==> config.mk <==
export PLATFORM = sky130hd
export DESIGN_NAME = nvseq_cmd_top
export DESIGN_NICKNAME = d
export VERILOG_FILES = /design/src/rtl/nvseq_pkg.sv /design/src/rtl/nvseq_match.sv /design/src/rtl/nvseq_issue.sv /design/src/rtl/nvseq_cmd_top.sv
export SDC_FILE = /design/constraint.sdc
export NUM_CORES = 1
export LEC_CHECK = 0
export ABC_CLOCK_PERIOD_IN_PS = 2900
export CAP_MARGIN = 10
export CELL_PAD_IN_SITES_DETAIL_PLACEMENT = 0
export CELL_PAD_IN_SITES_GLOBAL_PLACEMENT = 1
export CORE_MARGIN = 1
export CORE_UTILIZATION = 41
export CTS_CLUSTER_DIAMETER = 30
export CTS_CLUSTER_SIZE = 20
export DETAILED_ROUTE_END_ITERATION = 8
export DONT_BUFFER_PORTS = 1
export GPL_TIMING_DRIVEN = 0
export HOLD_SLACK_MARGIN = 0.05
export MAX_ROUTING_LAYER = met4
export PLACE_DENSITY_LB_ADDON = 0.05
export SYNTH_ARGS = -nofsm -noshare
export SYNTH_HDL_FRONTEND = slang
export SYNTH_SLANG_ARGS = --single-unit
export TNS_END_PERCENT = 20
==> constraint.sdc <==
create_clock -name clk_i -period 2.9 [get_ports clk_i]
set_clock_uncertainty 0.1 [all_clocks]
set_input_delay 0.145 -clock clk_i [delete_from_list [all_inputs] [get_ports clk_i]]
set_output_delay 0.145 -clock clk_i [all_outputs]
set_load 0.01 [all_outputs]
==> src/rtl/nvseq_pkg.sv <==
package nvseq_pkg;
  localparam int unsigned AW     = 13;
  localparam int unsigned PRE_N  = 5;
  localparam int unsigned STEP_W = $clog2(PRE_N + 1);

  typedef logic [AW-1:0]     addr_t;
  typedef logic [STEP_W-1:0] step_t;

  localparam addr_t PRE_ADDR [PRE_N] = '{13'h0000, 13'h1555, 13'h0AAA, 13'h1FFF, 13'h10F0};
  localparam addr_t SAVE_ADDR    = 13'h0F0F;
  localparam addr_t RESTORE_ADDR = 13'h0F0E;
endpackage

==> src/rtl/nvseq_match.sv <==
module nvseq_match
  import nvseq_pkg::*;
(
  input  logic  clk_i,
  input  logic  rst_ni,
  input  logic  rd_i,
  input  logic  wr_i,
  input  logic  hold_i,
  input  addr_t addr_i,
  output logic  fire_save_o,
  output logic  fire_restore_o
);
  step_t            step_q, step_d;
  logic [PRE_N-1:0] hit_vec;
  logic             pre_hit, last, rd_ok;

  for (genvar g = 0; g < PRE_N; g++) begin : g_hit
    assign hit_vec[g] = (addr_i == PRE_ADDR[g]);
  end

  always_comb begin
    pre_hit = 1'b0;
    for (int i = 0; i < PRE_N; i++)
      if (step_q == step_t'(i)) pre_hit = hit_vec[i];
  end

  assign last           = (step_q == step_t'(PRE_N));
  assign rd_ok          = rd_i & ~hold_i & ~wr_i;
  assign fire_save_o    = rd_ok & last & (addr_i == SAVE_ADDR);
  assign fire_restore_o = rd_ok & last & (addr_i == RESTORE_ADDR);

  always_comb begin
    step_d = step_q;
    if (hold_i || wr_i)                      step_d = '0;
    else if (rd_i) begin
      if (!last && pre_hit)                  step_d = step_q + step_t'(1);
      else if (fire_save_o || fire_restore_o) step_d = '0;
      else if (hit_vec[0])                   step_d = step_t'(1);  // restart on first address
      else                                   step_d = '0;
    end
  end

  always_ff @(posedge clk_i or negedge rst_ni)
    if (!rst_ni) step_q <= '0;
    else         step_q <= step_d;

  assert_write_idle_R8: assert property (@(posedge clk_i) disable iff (!rst_ni)
    wr_i |=> (step_q == '0));
  assert_hold_idle_R5: assert property (@(posedge clk_i) disable iff (!rst_ni)
    hold_i |=> (step_q == '0));
  assert_step_range_R2: assert property (@(posedge clk_i) disable iff (!rst_ni)
    step_q <= step_t'(PRE_N));
endmodule

==> src/rtl/nvseq_issue.sv <==
module nvseq_issue (
  input  logic clk_i,
  input  logic rst_ni,
  input  logic fire_save_i,
  input  logic fire_restore_i,
  input  logic done_i,
  output logic save_o,
  output logic restore_o,
  output logic lock_o
);
  logic save_q, restore_q, lock_q;

  always_ff @(posedge clk_i or negedge rst_ni)
    if (!rst_ni) begin
      save_q    <= 1'b0;
      restore_q <= 1'b0;
      lock_q    <= 1'b0;
    end else begin
      save_q    <= fire_save_i;
      restore_q <= fire_restore_i;
      if (fire_save_i || fire_restore_i) lock_q <= 1'b1;
      else if (done_i)                   lock_q <= 1'b0;
    end

  assign save_o    = save_q;
  assign restore_o = restore_q;
  assign lock_o    = lock_q;

  assert_save_pulse_R2: assert property (@(posedge clk_i) disable iff (!rst_ni)
    save_q |=> !save_q);
  assert_restore_pulse_R3: assert property (@(posedge clk_i) disable iff (!rst_ni)
    restore_q |=> !restore_q);
  assert_cmd_excl_R3: assert property (@(posedge clk_i) disable iff (!rst_ni)
    !(save_q && restore_q));
  assert_cmd_locks_R4: assert property (@(posedge clk_i) disable iff (!rst_ni)
    (save_q || restore_q) |-> lock_q);
  assert_lock_hold_R4: assert property (@(posedge clk_i) disable iff (!rst_ni)
    (lock_q && !done_i) |=> lock_q);
  assert_locked_quiet_R5: assert property (@(posedge clk_i) disable iff (!rst_ni)
    lock_q |=> !(save_q || restore_q));
endmodule

==> src/rtl/nvseq_cmd_top.sv <==
module nvseq_cmd_top
  import nvseq_pkg::*;
(
  input  logic          clk_i,
  input  logic          rst_ni,
  input  logic [AW-1:0] addr_i,
  input  logic          ce_ni,
  input  logic          we_ni,
  input  logic          rd_stb_i,
  input  logic          done_i,
  output logic          save_o,
  output logic          restore_o,
  output logic          lock_o
);
  logic rd, wr, fire_save, fire_restore;

  assign rd = rd_stb_i & ~ce_ni & we_ni;
  assign wr = ~ce_ni & ~we_ni;

  nvseq_match u_match (
    .clk_i          (clk_i),
    .rst_ni         (rst_ni),
    .rd_i           (rd),
    .wr_i           (wr),
    .hold_i         (lock_o),
    .addr_i         (addr_i),
    .fire_save_o    (fire_save),
    .fire_restore_o (fire_restore)
  );

  nvseq_issue u_issue (
    .clk_i          (clk_i),
    .rst_ni         (rst_ni),
    .fire_save_i    (fire_save),
    .fire_restore_i (fire_restore),
    .done_i         (done_i),
    .save_o         (save_o),
    .restore_o      (restore_o),
    .lock_o         (lock_o)
  );
endmodule

==> flow_summary.ini <==
[global_routing]
grt_max_degree = 9
overflow = 0
grt_pass1_vias = 450
antenna_found_initial = 0
track_usage = 0.193
grt_pass1_wl_um = 1830

[worst_setup_path]
reg2reg_from = u_issue.lock_o$_DFFE_PN0P_
rr_endpoint = u_issue.restore_o$_DFF_PN0_
crit_path_end = u_issue.restore_o$_DFF_PN0_
cp.arrival_ns = 2.43
crit_type = flip-flop to flip-flop
cp_num_cells = 5
critPathSlowestCell = nor4b_1
worstPathCellList = nor4b_1, and3_1, nand3_1, nor2_1, dlygate4sd3_1
crit_path_start_kind = flip-flop
r2r_cells = 5
cp.buffers_inverters = 1
critPathMaxStageDelay_ns = 0.73
crit_family = simple AND/OR/NAND/NOR gates
crit_fanout = 5
reg2reg_slack_ns = 0.56
end_kind = flip-flop
critPathRequiredTime_ns = 2.98
startpoint = u_issue.lock_o$_DFFE_PN0P_

[hold_path]
min_path_type = primary input to flip-flop

[routing]
drt-vias-per-instance = 6.02
wl_per_cell_um = 13.5
top_layer_used = met4
wl_met1_um = 553
drc = 0
drtIter0Drc = 10
wl_met3_um = 78
wl_um = 1170
first_pass_iters = 3
wl_met2_um = 522
drtAntennaViolNets = 0
num_vias = 518

[floorplanning]
placeableCoreArea_sq_mm = 0.00117
io_pins = 22
die_h_um = 38.5
die_x_um = 38.5
start_util = 0.467
die-area_sq_mm = 0.00148
rows = 12

[logic_synthesis]
synth_cell_types = 28
syn_inst = 63
yosysTopAreaCell = dfrtp_1
synth_top_area_frac = 0.275
ys_async_sr_fraction = 1.00
ys_top_cells_by_area = dfrtp_1, ha_1, inv_1
syn_nets = 87
syn_avg_cell_area_sq_um = 8.68
synth_edf_count = 0
ys.flop_type = dfrtp_1
ys_seq_elements = 6
synth_area_sq_um = 547
ys_seq_area_frac = 0.275
yosysWarnings = 0

[timing]
rsz0062_at_grt = false
final-max-slew-violation-count = 0
fmax_mhz = 427
tns_ns = 0
fin_crit_ns = 2.34
hold_viol = 0
post-route-period-util = 0.808
slew-limit-headroom = 0.453
setup_viol = 0
worstMarginPinSlew_ns = 0.809

[placement]
port_buffers = 0
hpwl_um = 959
place_inst = 77
place.gp.congestion = 0.883

[pwr]
p_comb_frac = 0.091
leakage_nw = 0.280
p_sw_frac = 0.209
seq_power_share = 0.478
power_density_mw_per_mm2 = 272
clkPwrFrac = 0.431
p_int_w = 0.000139
power_switching_w = 0.0000367
vdd_drop_max_mv = 0.259

[job]
maxCapViolations = 0

[clock_tree]
cts_tree = built
clk_pin_slew_ns = 0.04
cts_setup_buffers = 0
root_buffer = clkbuf_4
cts-buffers-inserted = 3
cts.sinks = 6
hold_buffers = 6
cts_buffer_depth = 2
cts_resized = 0
insertion_delay_ns = 0.25
htreeDepth = 1

[final_layout]
drive_gt1_frac = 0.153
final_cell_mix = inv_1, dlygate4sd3_1, dfrtp_1
antenna_cells = 0
syn_to_final_growth_pct = 18.3
final_common_cell = inv_1
finalNonFillerCells = 86
layout.nets = 98

[outcome]
status = finished, final reports clean
worst min-delay path, stage by stage:
cell	delay, ns
nor4b_1	0.07
nand2_1	0.08
o211ai_1	0.07
routing by layer:
metal | vias up | global-route usage
li1 | 263 | -
met1 | 234 | 0.218
met2 | 19 | 0.296
met3 | 2 | 0.105
met4 | 0 | 0.0517
met5 | - | -
cell usage after synthesis, drive strengths merged, types with 3 or more instances:
library cell  count
and3              3
nand4             5
nand2             3
or4               3
nor2              4
ha                5
nand3             4
dfrtp             6
inv               8
nor4              3
cells by family (layout without fill, tap and decap cells):
| group | count (synthesis) | after routing | synth area share |
|---|---|---|---|
| flip-flops | 6 | 6 | 0.275 |
| AND/OR/NAND/NOR | 34 | 34 | 0.412 |
| adder cells (fa/ha/maj) | 5 | 5 | 0.114 |
| AO/OA/AOI/OAI | 10 | 10 | 0.144 |
| buffers and inverters | 8 | 17 | 0.0549 |
worst min path at each step:
stage	slack [ns]	cells past startpoint	endpoint	startpoint
2_1_floorplan	-0.25	0	u_issue.lock_o$_DFFE_PN0P_	rst_ni
3_3_place_gp	-0.25	0	u_issue.save_o$_DFF_PN0_	rst_ni
3_5_place_dp	-0.25	0	u_issue.save_o$_DFF_PN0_	rst_ni
4_1_cts	0.07	3	u_match.step_q[0]$_DFFE_PN0P_	ce_ni
5_1_grt	0.10	3	u_match.step_q[0]$_DFFE_PN0P_	ce_ni
6_report	0.08	3	u_match.step_q[0]$_DFFE_PN0P_	ce_ni
registers in the layout, indices dropped and copies added, names as in the netlist:
signal,count
u_issue.restore_o,1
u_issue.lock_o,1
u_match.step_q,3
u_issue.save_o,1
area by class of cell:
type                       count  area, sq um
tap                           14         17.5
clock buffer                   3         22.5
fill                         112          524
multi-input combinational     49          367
timing repair buffer           6         60.1
inverter                       8         30.0
sequential                     6          150
per-stage QoR:
| stage | setup slack (ns) | utilization | total power, W | hold WS (ns) | area, sq um |
|---|---|---|---|---|---|
| 2_1_floorplan | 0.834 | - | 0.0000935 | -0.251 | 547 |
| 3_3_place_gp | 0.687 | 0.482 | 0.0000951 | -0.250 | 564 |
| 3_5_place_dp | 0.691 | 0.482 | 0.0000950 | -0.250 | 564 |
| 4_1_cts | 0.560 | 0.552 | 0.000180 | 0.0697 | 647 |
| 5_1_grt | 0.286 | 0.552 | 0.000186 | 0.101 | 647 |
| 6_report | 0.556 | 0.552 | 0.000176 | 0.0801 | 647 |
power by group through the flow:
stage	clock (W)	sequential, W	combinational [W]
after floorplan	0	0.0000853	0.00000825
after global placement	0	0.0000853	0.00000985
after detailed placement	0	0.0000853	0.00000971
after CTS	0.0000797	0.0000840	0.0000162
after global routing	0.0000838	0.0000840	0.0000183
final	0.0000759	0.0000841	0.0000160
Note: power is estimated with default switching activity, not from simulation.
